===== src/rtl/fir_dec2_pkg.sv =====
package fir_dec2_pkg;
  // position of the next accepted sample within its pair
  typedef enum logic {PH_FIRST = 1'b0, PH_SECOND = 1'b1} phase_e;
endpackage


===== src/rtl/fir_dec2_line.sv =====
module fir_dec2_line #(
  parameter int DATA_W = 16,
  parameter int TAPS   = 21
) (
  input  logic                     clk,
  input  logic                     rst_n,
  input  logic                     shift_en,
  input  logic signed [DATA_W-1:0] din,
  output logic signed [DATA_W-1:0] taps_o [TAPS]
);
  logic signed [DATA_W-1:0] mem [TAPS];

  always_ff @(posedge clk or negedge rst_n) begin
    if (!rst_n) begin
      for (int i = 0; i < TAPS; i++) mem[i] <= '0;
    end else if (shift_en) begin
      mem[0] <= din;
      for (int i = 1; i < TAPS; i++) mem[i] <= mem[i-1];
    end
  end

  assign taps_o = mem;
endmodule


===== src/rtl/fir_dec2_fold.sv =====
module fir_dec2_fold #(
  parameter int DATA_W = 16,
  parameter int TAPS   = 21
) (
  input  logic signed [DATA_W-1:0] taps_i [TAPS],
  output logic signed [DATA_W:0]   ops_o  [(TAPS+1)/2]
);
  localparam int NPAIRS = (TAPS - 1) / 2;

  // mirrored samples share one coefficient: add them before the multiplier
  for (genvar p = 0; p < NPAIRS; p++) begin : g_pair
    assign ops_o[p] = {taps_i[p][DATA_W-1], taps_i[p]}
                    + {taps_i[TAPS-1-p][DATA_W-1], taps_i[TAPS-1-p]};
  end
  assign ops_o[NPAIRS] = {taps_i[NPAIRS][DATA_W-1], taps_i[NPAIRS]};
endmodule


===== src/rtl/fir_dec2_mac.sv =====
module fir_dec2_mac #(
  parameter int                    DATA_W = 16,
  parameter int                    COEF_W = 16,
  parameter int                    FRAC   = 15,
  parameter int                    NOPS   = 11,
  parameter logic [NOPS*COEF_W-1:0] COEFS = '0
) (
  input  logic                     clk,
  input  logic                     rst_n,
  input  logic                     start,
  input  logic signed [DATA_W:0]   ops [NOPS],
  input  logic                     out_ready,
  output logic                     busy,
  output logic                     out_valid,
  output logic signed [DATA_W-1:0] out_data
);
  localparam int SUM_W  = DATA_W + 1;
  localparam int PROD_W = SUM_W + COEF_W;
  localparam int ACC_W  = PROD_W + $clog2(NOPS) + 1;
  localparam int STEP_W = $clog2(NOPS);
  localparam logic [STEP_W-1:0] LAST = STEP_W'(NOPS - 1);
  localparam logic signed [ACC_W-1:0] RND_HALF = ACC_W'(1) << (FRAC - 1);
  localparam logic signed [ACC_W-1:0] SAT_HI = ACC_W'((longint'(1) <<< (DATA_W - 1)) - 1);
  localparam logic signed [ACC_W-1:0] SAT_LO = ~SAT_HI;

  logic [STEP_W-1:0]        step;
  logic signed [ACC_W-1:0]  acc, acc_next, rnd, shifted;
  logic signed [SUM_W-1:0]  op_sel;
  logic signed [COEF_W-1:0] coef_sel;
  logic signed [PROD_W-1:0] prod;
  logic signed [DATA_W-1:0] sat_val;

  always_comb begin
    op_sel   = ops[step];
    coef_sel = COEFS[step*COEF_W +: COEF_W];
    prod     = PROD_W'(op_sel) * PROD_W'(coef_sel);
    acc_next = acc + ACC_W'(prod);
    rnd      = acc_next + RND_HALF;
    shifted  = rnd >>> FRAC;
    if (shifted > SAT_HI)      sat_val = SAT_HI[DATA_W-1:0];
    else if (shifted < SAT_LO) sat_val = SAT_LO[DATA_W-1:0];
    else                       sat_val = shifted[DATA_W-1:0];
  end

  always_ff @(posedge clk or negedge rst_n) begin
    if (!rst_n) begin
      busy      <= 1'b0;
      step      <= '0;
      acc       <= '0;
      out_valid <= 1'b0;
      out_data  <= '0;
    end else begin
      if (out_valid && out_ready) out_valid <= 1'b0;
      if (start) begin
        busy <= 1'b1;
        step <= '0;
        acc  <= '0;
      end else if (busy) begin
        acc <= acc_next;
        if (step == LAST) begin
          busy      <= 1'b0;
          out_valid <= 1'b1;
          out_data  <= sat_val;
        end else begin
          step <= step + 1'b1;
        end
      end
    end
  end


  stall_hold_chk: assert property (@(posedge clk) disable iff (!rst_n)
    out_valid && !out_ready |=> out_valid && $stable(out_data));


  finish_valid_chk: assert property (@(posedge clk) disable iff (!rst_n)
    busy && !start && step == LAST |=> out_valid && !busy);


  valid_src_chk: assert property (@(posedge clk) disable iff (!rst_n)
    $rose(out_valid) |-> $past(busy));
endmodule


===== src/rtl/fir_dec2.sv =====
module fir_dec2
  import fir_dec2_pkg::*;
#(
  parameter int DATA_W = 16,
  parameter int COEF_W = 16,
  parameter int FRAC   = 15,
  parameter int TAPS   = 21,
  parameter logic [((TAPS+1)/2)*COEF_W-1:0] COEFS = {
    16'sd17400, 16'sd9750, -16'sd910, -16'sd2290, 16'sd640, 16'sd1012,
    -16'sd390, -16'sd410, 16'sd175, 16'sd118, -16'sd62}
) (
  input  logic                     clk,
  input  logic                     rst_n,
  input  logic                     in_valid,
  output logic                     in_ready,
  input  logic signed [DATA_W-1:0] in_data,
  output logic                     out_valid,
  input  logic                     out_ready,
  output logic signed [DATA_W-1:0] out_data
);
  localparam int NOPS = (TAPS + 1) / 2;

  phase_e                   phase;
  logic                     accept, start, mac_busy;
  logic signed [DATA_W-1:0] taps [TAPS];
  logic signed [DATA_W:0]   ops  [NOPS];

  always_comb begin
    in_ready = !mac_busy && (phase == PH_FIRST || !out_valid);
    accept   = in_valid && in_ready;
    start    = accept && phase == PH_SECOND;
  end

  always_ff @(posedge clk or negedge rst_n) begin
    if (!rst_n)      phase <= PH_FIRST;
    else if (accept) phase <= (phase == PH_FIRST) ? PH_SECOND : PH_FIRST;
  end

  fir_dec2_line #(.DATA_W(DATA_W), .TAPS(TAPS)) i_line (
    .clk(clk), .rst_n(rst_n), .shift_en(accept), .din(in_data), .taps_o(taps));

  fir_dec2_fold #(.DATA_W(DATA_W), .TAPS(TAPS)) i_fold (
    .taps_i(taps), .ops_o(ops));

  fir_dec2_mac #(.DATA_W(DATA_W), .COEF_W(COEF_W), .FRAC(FRAC), .NOPS(NOPS),
                 .COEFS(COEFS)) i_mac (
    .clk(clk), .rst_n(rst_n), .start(start), .ops(ops), .out_ready(out_ready),
    .busy(mac_busy), .out_valid(out_valid), .out_data(out_data));


  trig_busy_chk: assert property (@(posedge clk) disable iff (!rst_n)
    in_valid && in_ready && phase == PH_SECOND |=> mac_busy);


  no_restart_chk: assert property (@(posedge clk) disable iff (!rst_n)
    start |-> !mac_busy && !out_valid);
endmodule


===== config.mk =====
export PLATFORM = sky130hd
export DESIGN_NAME = fir_dec2
export DESIGN_NICKNAME = d
export VERILOG_FILES = /design/src/rtl/fir_dec2_pkg.sv /design/src/rtl/fir_dec2_line.sv /design/src/rtl/fir_dec2_fold.sv /design/src/rtl/fir_dec2_mac.sv /design/src/rtl/fir_dec2.sv
export SDC_FILE = /design/constraint.sdc
export NUM_CORES = 2
export LEC_CHECK = 0
export CAP_MARGIN = 20
export CORE_ASPECT_RATIO = 0.9
export CORE_MARGIN = 4
export CORE_UTILIZATION = 49
export CTS_CLUSTER_DIAMETER = 40
export DETAILED_ROUTE_END_ITERATION = 8
export DONT_BUFFER_PORTS = 1
export PLACE_DENSITY = 0.61
export SLEW_MARGIN = 40
export SYNTH_ARGS = -nofsm -noshare
export SYNTH_HDL_FRONTEND = slang
export SYNTH_SLANG_ARGS = --single-unit

===== constraint.sdc =====
create_clock -name clk -period 19.55 [get_ports clk]
set_input_delay 0.9775 -clock clk [delete_from_list [all_inputs] [get_ports clk]]
set_output_delay 0.9775 -clock clk [all_outputs]
set_load 0.03 [all_outputs]

==> flow_metrics.tcl <==
set metrics [dict create \
    outcome "complete, no violations" \
    num_vias 29000 \
    rsz0062_at_grt "no" \
    ys_types 96 \
    synth_top_family_by_area "adder cells" \
    grt_pass1_vias 28800 \
    cpMostUsedCell "fa_1" \
    wl_per_cell_um 19.1 \
    ios 38 \
    holdBufCountCts 0 \
    final_nets 4847 \
    startpoint_type "flop" \
    cts_sinks 397 \
    critPathCaptureType "flop" \
    slew_viol_final 0 \
    synth_xor_area_share_pct 4.10 \
    final_cell_mix "1212 x nand2_1, 448 x inv_1, 394 x dfrtp_1" \
    h-tree-depth 3 \
    post_cts_buffers 0 \
    synth_area_leaders "dfrtp_1 27%, fa_1 19%, nand2_1 13%" \
    fmax_mhz 83.6 \
    crit_type "reg2reg" \
    layout-drive-gt1-share_pct 7.11 \
    synthArstFlopShare_pct 100 \
    core_area_um2 73400 \
    final.setup.tns_ns 0 \
    cts_root_buffer "clkbuf_16" \
    finalHoldViolCount 0 \
    ys_seq_elements 397 \
    tritoncts "yes" \
    overflow 0 \
    relSlewSlack_pct 20.0 \
    area_delta_synth_final_pct 11.1 \
    period_minus_slack_ns 11.95 \
    ant_nets 0 \
    synthSimpleGateAreaFrac_pct 21.0 \
    routed_via_density 5.54 \
    fillCellCount 6832 \
    grt_usage_pct 26.3 \
    die_w_um 295 \
    critPathMaxStageDelay_ns 0.72 \
    antenna_found_initial 2 \
    synth_compound_area_share_pct 11.2 \
    crit_required_ns 20.09 \
    yosysSeqAreaShare_pct 27.3 \
    synth_top_area_cell "dfrtp_1" \
    drt_first_pass_iters 6 \
    drt_iter0_drc 2828 \
    post-dp-hpwl_um 74400 \
    synth_edf_count 0 \
    syn_area_per_cell_um2 8.58 \
    synthFlopType "dfrtp_1" \
    numCtsBuffers 80 \
    synthAdderAreaFrac_pct 28.4 \
    clk_pin_slew_worst_paths_ns 0.06 \
    die_h_um 266 \
    grt_pass1_wl_um 163000 \
    synthMuxAreaShare_pct 1.59 \
    worst_pin_slew_ns 1.20 \
    dieArea_um2 78700 \
    worstPathArrival_ns 12.50 \
    syn_nets 4879 \
    period_share_pct 61.1 \
    drc 0 \
    worstPathMaxFanout 15 \
    synth_top_area_share_pct 27.3 \
    routabilityCongestion 0.945 \
    layout_commonest_cell "nand2_1" \
    synth_area_um2 36400 \
    fin_skew_ns 0.0501 \
    clock_path_buffers 3 \
    grt_max_degree 398 \
    critical-path-top-delay-family "compound AO/OA/AOI/OAI gates" \
    cts_resized 0 \
    netlist_instances 4239 \
    critPathBufInv 4 \
    slowest_stage "a2111oi_1" \
    setup_viol 0 \
    holdCritPathClass "in2async" \
    port_buffers 0 \
    core.rowCount 94 \
    clkLatencyLatePin_ns 0.67 \
    yosysWarnings 0 \
    wl_um 100000 \
    start_util_pct 49.6 \
    cap_viol_max_count 0 \
]
## synthesized netlist by cell type (all sizes together) (16+ instances only)
cell type and count:
nand2b 40, xnor2 105, a21o 42, clkbuf 142
nand2 1213, buf 18, and2 57, ha 277
o21a 21, a31oi 25, mux4 19, nand3 53
or2 17, nor2b 42, fa 343, nor3 56
or3 17, o21ai 160, dfrtp 397, a311oi 20
inv 450, o31ai 19, o21bai 16, xor2 62
nor2 232, a21oi 158, a211oi 24
## registers in the layout, indices dropped and copies added, names as in the netlist
name,count
i_mac.step,4
phase,1
i_mac.out_data,16
i_mac.out_valid,1
i_mac.acc,38
i_mac.busy,1
i_line.taps_o,336
## final cells by class
cell class / instances / area [um2] / share of cell area (%)
multi-input combinational: 3231 / 24200 / 60.0
inverter: 451 / 1690 / 4.19
sequential: 397 / 9940 / 24.6
tap: 960 / 1200 / 2.97
antenna: 1 / 2.50 / 0.00619
clock buffer: 90 / 2080 / 5.15
timing repair buffer: 46 / 402 / 0.994
clock inverter: 59 / 838 / 2.07
## metal layers
layer | track usage (%) | share of wire (%) | up-vias
met5 | 0 | 0 | -
met4 | 7.70 | 3.1 | 0
met3 | 6.48 | 7.8 | 180
met2 | 36.2 | 40 | 878
met1 | 40.8 | 49 | 14200
li1 | - | - | 13700
## per-stage QoR
stage          util [%]  cell area (um2)  setup slack (ns)  cells  hold slack (ns)
2_1_floorplan         -            36400              9.58   4239            0.452
3_3_place_gp       50.9            37300              7.62   5083            0.467
3_5_place_dp       51.0            37400              7.58   5085            0.469
4_1_cts            55.0            40400              7.48   5234           0.0383
5_1_grt            55.0            40400              6.77   5234           0.0193
6_report           55.1            40400              7.60   5235           0.0500
## kinds of logic (layout without fill, tap and decap cells)
family,count (synthesis),count (layout)
adders and majority gates,620,620
buffers and inverters,611,646
and+or+nand+nor,1799,1799
xor gates and xnor gates,167,167
AOI/OAI and AO/OA,611,611
DFF,397,397
other,0,1
muxes,34,34
## final timing paths
path | startpoint | end | slack (ns) | depth (start not counted)
setup / recovery | i_line.taps_o[113] | i_mac.out_data[14] | 7.60 | 38
hold / removal | rst_n | i_line.taps_o[303] | 0.05 | 0
setup reg to reg | i_line.taps_o[113] | i_mac.out_data[14] | 7.60 | 38
hold reg to reg | i_line.taps_o[128] | i_line.taps_o[112] | 0.48 | 2
max in group asynchronous | rst_n | i_mac.step[3] | 18.43 | 0
min in group clk | in_data[4] | i_line.taps_o[324] | 0.42 | 2
Power is left out: the tool's default activity adds up to more than one toggle a clock period on the data nets, which glitch-free logic cannot reach.
